## src/rtl/ssp_pkg.sv

```systemverilog
package ssp_pkg;
  localparam int WORDS_PER_DW = 2;

  typedef struct packed {
    logic vld;   // slot owned by a store piece
    logic cond;  // piece issued under an unresolved branch
    logic iss;   // handed to memory, waiting for release
    logic rel;   // release pulse pending
  } slot_flags_t;
endpackage

```

## src/rtl/ssp_split.sv

```systemverilog
module ssp_split #(
  parameter int ADDR_W = 24,
  parameter int CNT_W  = 5
) (
  input  logic              clk,
  input  logic              rst_n,
  input  logic              st_valid,
  input  logic [ADDR_W-1:0] st_addr,
  input  logic [CNT_W-1:0]  st_words,
  input  logic              grant,
  output logic              last,
  output logic [ADDR_W-2:0] dw_addr,
  output logic [ssp_pkg::WORDS_PER_DW-1:0] mask
);
  localparam int PW = CNT_W + 2;

  logic [CNT_W-1:0] done_q;
  logic [PW-1:0]    off, span_end, pieces, lo_pos, hi_pos;

  always_comb begin
    off      = PW'(st_addr[0]);
    span_end = off + PW'(st_words);
    pieces   = (span_end + PW'(1)) >> 1;
    lo_pos   = PW'({done_q, 1'b0});
    hi_pos   = lo_pos + PW'(1);
    mask[0]  = (lo_pos >= off) && (lo_pos < span_end);
    mask[1]  = (hi_pos >= off) && (hi_pos < span_end);
    last     = (PW'(done_q) + PW'(1)) == pieces;
    dw_addr  = st_addr[ADDR_W-1:1] + (ADDR_W-1)'(done_q);
  end

  always_ff @(posedge clk) begin
    if (!rst_n || !st_valid) done_q <= '0;
    else if (grant)          done_q <= last ? '0 : done_q + CNT_W'(1);
  end
endmodule

```

## src/rtl/ssp_age.sv

```systemverilog
module ssp_age #(
  parameter int N     = 3,
  parameter int IDX_W = 2
) (
  input  logic             clk,
  input  logic             rst_n,
  input  logic             alloc,
  input  logic [IDX_W-1:0] alloc_idx,
  input  logic [N-1:0]     vld,
  input  logic [N-1:0]     cand,
  output logic             head_any,
  output logic [IDX_W-1:0] head_idx
);
  // older_q[i][j] set: slot i was allocated before slot j
  logic [N-1:0] older_q [N];
  logic [N-1:0] is_old;

  for (genvar i = 0; i < N; i++) begin : g_row
    always_ff @(posedge clk) begin
      if (!rst_n) older_q[i] <= '0;
      else if (alloc) begin
        for (int j = 0; j < N; j++) begin
          if (IDX_W'(i) == alloc_idx)      older_q[i][j] <= 1'b0;
          else if (IDX_W'(j) == alloc_idx) older_q[i][j] <= vld[i];
        end
      end
    end

    always_comb begin
      is_old[i] = cand[i];
      for (int j = 0; j < N; j++)
        if (j != i && cand[j] && older_q[j][i]) is_old[i] = 1'b0;
    end
  end

  always_comb begin
    head_any = |is_old;
    head_idx = '0;
    for (int i = N - 1; i >= 0; i--)
      if (is_old[i]) head_idx = IDX_W'(i);
  end
endmodule

```

## src/rtl/store_slot_pool.sv

```systemverilog
module store_slot_pool
  import ssp_pkg::*;
#(
  parameter int SLOTS  = 3,
  parameter int ADDR_W = 24,
  parameter int CNT_W  = 5,
  localparam int IDX_W = (SLOTS > 1) ? $clog2(SLOTS) : 1
) (
  input  logic              clk,
  input  logic              rst_n,
  input  logic              st_valid,
  input  logic [ADDR_W-1:0] st_addr,
  input  logic [CNT_W-1:0]  st_words,
  input  logic              st_cond,
  output logic              st_stall,
  input  logic              br_activate,
  input  logic              br_cancel,
  output logic              mem_valid,
  input  logic              mem_ready,
  output logic [ADDR_W-2:0] mem_addr,
  output logic [WORDS_PER_DW-1:0] mem_mask,
  output logic [IDX_W-1:0]  mem_slot,
  output logic [SLOTS-1:0]  slot_release
);
  slot_flags_t              flags_q [SLOTS];
  logic [ADDR_W-2:0]        addr_q  [SLOTS];
  logic [WORDS_PER_DW-1:0]  mask_q  [SLOTS];

  logic [SLOTS-1:0] slot_vld, slot_cond, slot_iss;
  logic             any_free, alloc_go, piece_last, head_any, xfer;
  logic [IDX_W-1:0] free_idx, head_idx;
  logic [ADDR_W-2:0] piece_addr;
  logic [WORDS_PER_DW-1:0] piece_mask;

  always_comb begin
    any_free = 1'b0;
    free_idx = '0;
    for (int i = 0; i < SLOTS; i++) begin
      slot_vld[i]     = flags_q[i].vld;
      slot_cond[i]    = flags_q[i].cond;
      slot_iss[i]     = flags_q[i].iss;
      slot_release[i] = flags_q[i].rel;
    end
    for (int i = SLOTS - 1; i >= 0; i--)
      if (!flags_q[i].vld) begin
        any_free = 1'b1;
        free_idx = IDX_W'(i);
      end
  end

  assign alloc_go = st_valid && any_free;
  assign st_stall = st_valid && !(any_free && piece_last);

  ssp_split #(.ADDR_W(ADDR_W), .CNT_W(CNT_W)) u_split (
    .clk      (clk),
    .rst_n    (rst_n),
    .st_valid (st_valid),
    .st_addr  (st_addr),
    .st_words (st_words),
    .grant    (alloc_go),
    .last     (piece_last),
    .dw_addr  (piece_addr),
    .mask     (piece_mask)
  );

  ssp_age #(.N(SLOTS), .IDX_W(IDX_W)) u_age (
    .clk       (clk),
    .rst_n     (rst_n),
    .alloc     (alloc_go),
    .alloc_idx (free_idx),
    .vld       (slot_vld),
    .cand      (slot_vld & ~slot_iss),
    .head_any  (head_any),
    .head_idx  (head_idx)
  );

  assign mem_valid = head_any && !slot_cond[head_idx];
  assign mem_addr  = addr_q[head_idx];
  assign mem_mask  = mask_q[head_idx];
  assign mem_slot  = head_idx;
  assign xfer      = mem_valid && mem_ready;

  for (genvar i = 0; i < SLOTS; i++) begin : g_slot
    logic take, hand;
    assign take = alloc_go && (free_idx == IDX_W'(i));
    assign hand = xfer && (head_idx == IDX_W'(i));

    always_ff @(posedge clk) begin
      if (!rst_n) flags_q[i] <= '0;
      else begin
        flags_q[i].rel <= hand;
        if (take) begin
          flags_q[i].vld  <= 1'b1;
          flags_q[i].cond <= st_cond;
          flags_q[i].iss  <= 1'b0;
        end else if (flags_q[i].rel) begin
          flags_q[i].vld <= 1'b0;
          flags_q[i].iss <= 1'b0;
        end else if (hand) begin
          flags_q[i].iss <= 1'b1;
        end else if (br_cancel && flags_q[i].cond) begin
          flags_q[i].vld  <= 1'b0;
          flags_q[i].cond <= 1'b0;
        end else if (br_activate) begin
          flags_q[i].cond <= 1'b0;
        end
      end
    end

    always_ff @(posedge clk) begin
      if (take) begin
        addr_q[i] <= piece_addr;
        mask_q[i] <= piece_mask;
      end
    end
  end
endmodule

```

## config.mk

```make
export PLATFORM = sky130hd
export DESIGN_NAME = store_slot_pool
export DESIGN_NICKNAME = d
export VERILOG_FILES = /design/src/rtl/ssp_pkg.sv /design/src/rtl/ssp_split.sv /design/src/rtl/ssp_age.sv /design/src/rtl/store_slot_pool.sv
export SDC_FILE = /design/constraint.sdc
export NUM_CORES = 1
export LEC_CHECK = 0
export ABC_AREA = 0
export BUFFER_PORTS_ARGS = -buffer_cell sky130_fd_sc_hd__buf_2
export CAP_MARGIN = 30
export CORE_UTILIZATION = 55
export CTS_CLUSTER_SIZE = 16
export DETAILED_ROUTE_END_ITERATION = 10
export PLACE_DENSITY = 0.88
export SETUP_SLACK_MARGIN = 0.3
export SLEW_MARGIN = 25
export SYNTH_ARGS = -nofsm -noshare
export SYNTH_HDL_FRONTEND = slang
export SYNTH_SLANG_ARGS = --single-unit
```

## constraint.sdc

```tcl
create_clock -name clk -period 6.9 [get_ports clk]
set_input_delay 0.69 -clock clk [delete_from_list [all_inputs] [get_ports clk]]
set_output_delay 0.69 -clock clk [all_outputs]
set_load 0.1 [all_outputs]
```

==> metrics.yaml <==
outcome:
  run_status: "complete, no violations"
synth:
  ys_async_sr_fraction_pct: 0
  synth_area_leaders: "edfxtp_1, nand2_1, xnor2_1, a22oi_1, ha_1"
  yosysTopAreaCell: "edfxtp_1"
  synth_area_mm2: 0.004846
  synth_cell_types: 51
  ys.flop_type: "edfxtp_1"
  synth_common_cells: "edfxtp_1, nand2_1, xnor2_1, a22oi_1, nor2_1"
  syn_inst: 407
  synth.most_common_cell: "edfxtp_1"
  netlist.area_leader.share_pct: 55.77
  ys_seq_area_share_pct: 59.08
  synth.ff_latch_count: 98
  syn-num-nets: 459
  synth_edf_count: 90
  avgSynthCellArea_um2: 11.91
  yosysWarnings: 0
clocking:
  hold_buffers: 0
  cts_buffers: 9
  post_cts_buffers: 0
  clk_latency_ns: 0.36
  clockBufferDepth: 2
  clock-sinks: 98
  cts_tree: "done"
  clkTransAtPathRegs_ns: 0.09
  cts-resized-gates: 0
  cts_root_buf: "clkbuf_8"
  cts_max_level: 3
power:
  peakVddDrop_v: 0.0001190
  internal-power_mw: 0.9659
  power.density_mw_per_mm2: 272.8
  p_leak_nw: 2.196
  power_frac_comb_pct: 27.1
  seqPwrFrac_pct: 46.6
  power_frac_clock_pct: 26.2
  p_sw_share_pct: 35.40
  p_sw_mw: 0.5293
global_route:
  grt_max_degree: 29
  grt-ovfl-total: 0
  grt.total_usage_pct: 22.25
  grt_pass1_vias: 3241
  grt_pass1_wl_um: 15050
  antenna_found_initial: 0
timing:
  rsz0062_at_grt: "false"
  layout_min_cycle_time_ns: 3.672
  fin_skew_ns: 0.009713
  finalSetupViolCount: 0
  slew_headroom_pct: 52.30
  maxClockFrequency_mhz: 272.3
  min_period_over_period_pct: 53.22
  tightest_slew_ns: 0.7155
  fin_setup_tns_ns: 0
  slew_viol_final: 0
  hold_viol_final: 0
cells_and_area:
  drive_gt1_share_pct: 20.67
  seq_area_mm2: 0.002863
  area_growth_pct: 13.12
  fill_cells: 617
  final_nets: 526
  antenna_cells: 0
  fin_area_mm2: 0.005482
  final_util_pct: 65.40
  multiInputGateArea_mm2: 0.001853
place:
  dp_hpwl_um: 6547
  gp_congestion: 0.8864
  io_buffers: 67
  postPlaceCellArea_mm2: 0.005265
die:
  fp.dieW_um: 95.87
  initial_core_util_pct: 57.81
  row_count: 33
  dieArea_mm2: 0.009190
  ios: 68
  core_mm2: 0.008382
  floorplan.die.height_um: 95.87
min_path:
  hp-class: "reg -> reg"
  holdPathStages: 2
  worstHoldStart: "u_split.done_q[0]$_SDFFE_PP0P_"
  worstHoldEndpoint: "u_split.done_q[0]$_SDFFE_PP0P_"
setup_path:
  start_kind: "flop"
  rrSetupSlack_ns: 3.99
  rr_worst_depth: 9
  cp_max_fo: 27
  arrival_ns: 2.98
  reg2reg_to: "addr_q[0][20]$_DFFE_PP_"
  endpoint_kind: "output pin"
  rr_startpoint: "u_split.done_q[0]$_SDFFE_PP0P_"
  path_class: "reg -> out"
  cp.required_ns: 6.21
flow_run:
  max_cap_violations: 0
drt:
  routed_wl_um: 9585
  viasPerCell: 5.721
  wire_per_inst_um: 16.41
  drtPass1Iterations: 5
  drt.antenna.violating_nets: 0
  drc_errors: 0
  first_iter_violations: 194
  vias: 3341
logic make-up (layout without fill, tap and decap cells):
logic type	Yosys count	in the layout	synth area share, %
AND/OR/NAND/NOR	164	164	16.86
flip-flops	98	98	59.08
AO/OA/AOI/OAI	61	61	9.811
XOR/XNOR	37	37	6.971
buffers and inverters	30	102	2.789
adder cells (fa/ha/maj)	16	16	4.286
multiplexers	1	1	0.2066
cell usage in the layout, fill, tap and decap left out, drive strengths merged, types with 2 or more instances in the layout:
master	n
edfxtp	90
nand2	76
buf	70
xnor2	28
a22oi	25
nor2	21
nand3	18
inv	17
ha	15
a21oi	13
and3	10
nor3	10
clkbuf	9
xor2	8
dfxtp	8
nor2b	6
a21o	5
and2	4
nand4	3
nand2b	3
o21ai	3
a21boi	3
o21a	2
a221oi	2
and3b	2
o311ai	2
nand3b	2
clkinvlp	2
bufinv	2
nor3b	2
clkinv	2
area by class of cell:
cell class,count,share of cell area [%]
inverters,16,1.096
repair buffers,70,6.528
clock buffers,9,2.260
well taps,105,2.397
multi-input cells,279,33.81
clock inverters,7,1.689
flip-flops and latches,98,52.23
per-stage QoR:
step	total power, mW	cells	setup WS [ns]	hold WS, ns
after detailed placement	1.116	568	3.374	0.5907
final	1.495	584	3.228	0.6076
after global placement	1.110	568	3.428	0.5775
after floorplan	1.040	407	2.722	0.5323
after global routing	1.546	584	3.038	0.6170
after CTS	1.501	584	3.201	0.5997
worst max path at each step:
stage	from	to	slack (ns)	cells after the start
after floorplan	st_addr[0]	st_stall	2.72	7
after global placement	st_addr[0]	st_stall	3.43	9
after detailed placement	st_addr[0]	st_stall	3.37	10
after CTS	flags_q[1][3]$_SDFFCE_PP0P_	mem_addr[21]	3.20	8
after global routing	flags_q[1][3]$_SDFFCE_PP0P_	mem_addr[21]	3.04	8
final	flags_q[1][3]$_SDFFCE_PP0P_	mem_addr[21]	3.23	8
routing by layer:
layer / GRT usage, % / routed length [um]
met1: 26.88 / 3877
met2: 39.82 / 5006
met3: 3.318 / 541
met4: 9.080 / 160
met5: 0 / 0
power groups by stage:
stage / registers, mW / logic [mW] / clock network [mW]
5_1_grt: 0.700 / 0.427 / 0.419
6_report: 0.697 / 0.406 / 0.392
3_3_place_gp: 0.709 / 0.401 / 0
4_1_cts: 0.697 / 0.407 / 0.397
2_1_floorplan: 0.707 / 0.334 / 0
3_5_place_dp: 0.711 / 0.405 / 0
state kept, by name, summed over array words and instances, names as in the netlist:
| signal | flops |
|---|---|
| flags_q | 12 |
| mask_q | 6 |
| addr_q | 69 |
| u_split.done_q | 5 |
| u_age.older_q | 6 |
critical path, cell delays in order (launching register included):
cell and delay, ns:
edfxtp_1 0.48, nor2b_4 0.18, a221oi_4 0.41, nor2b_2 0.09
buf_4 0.25, nor2_4 0.54, nand2_1 0.14, nand2_1 0.11
buf_2 0.42
(Power assumes the default switching activity.)
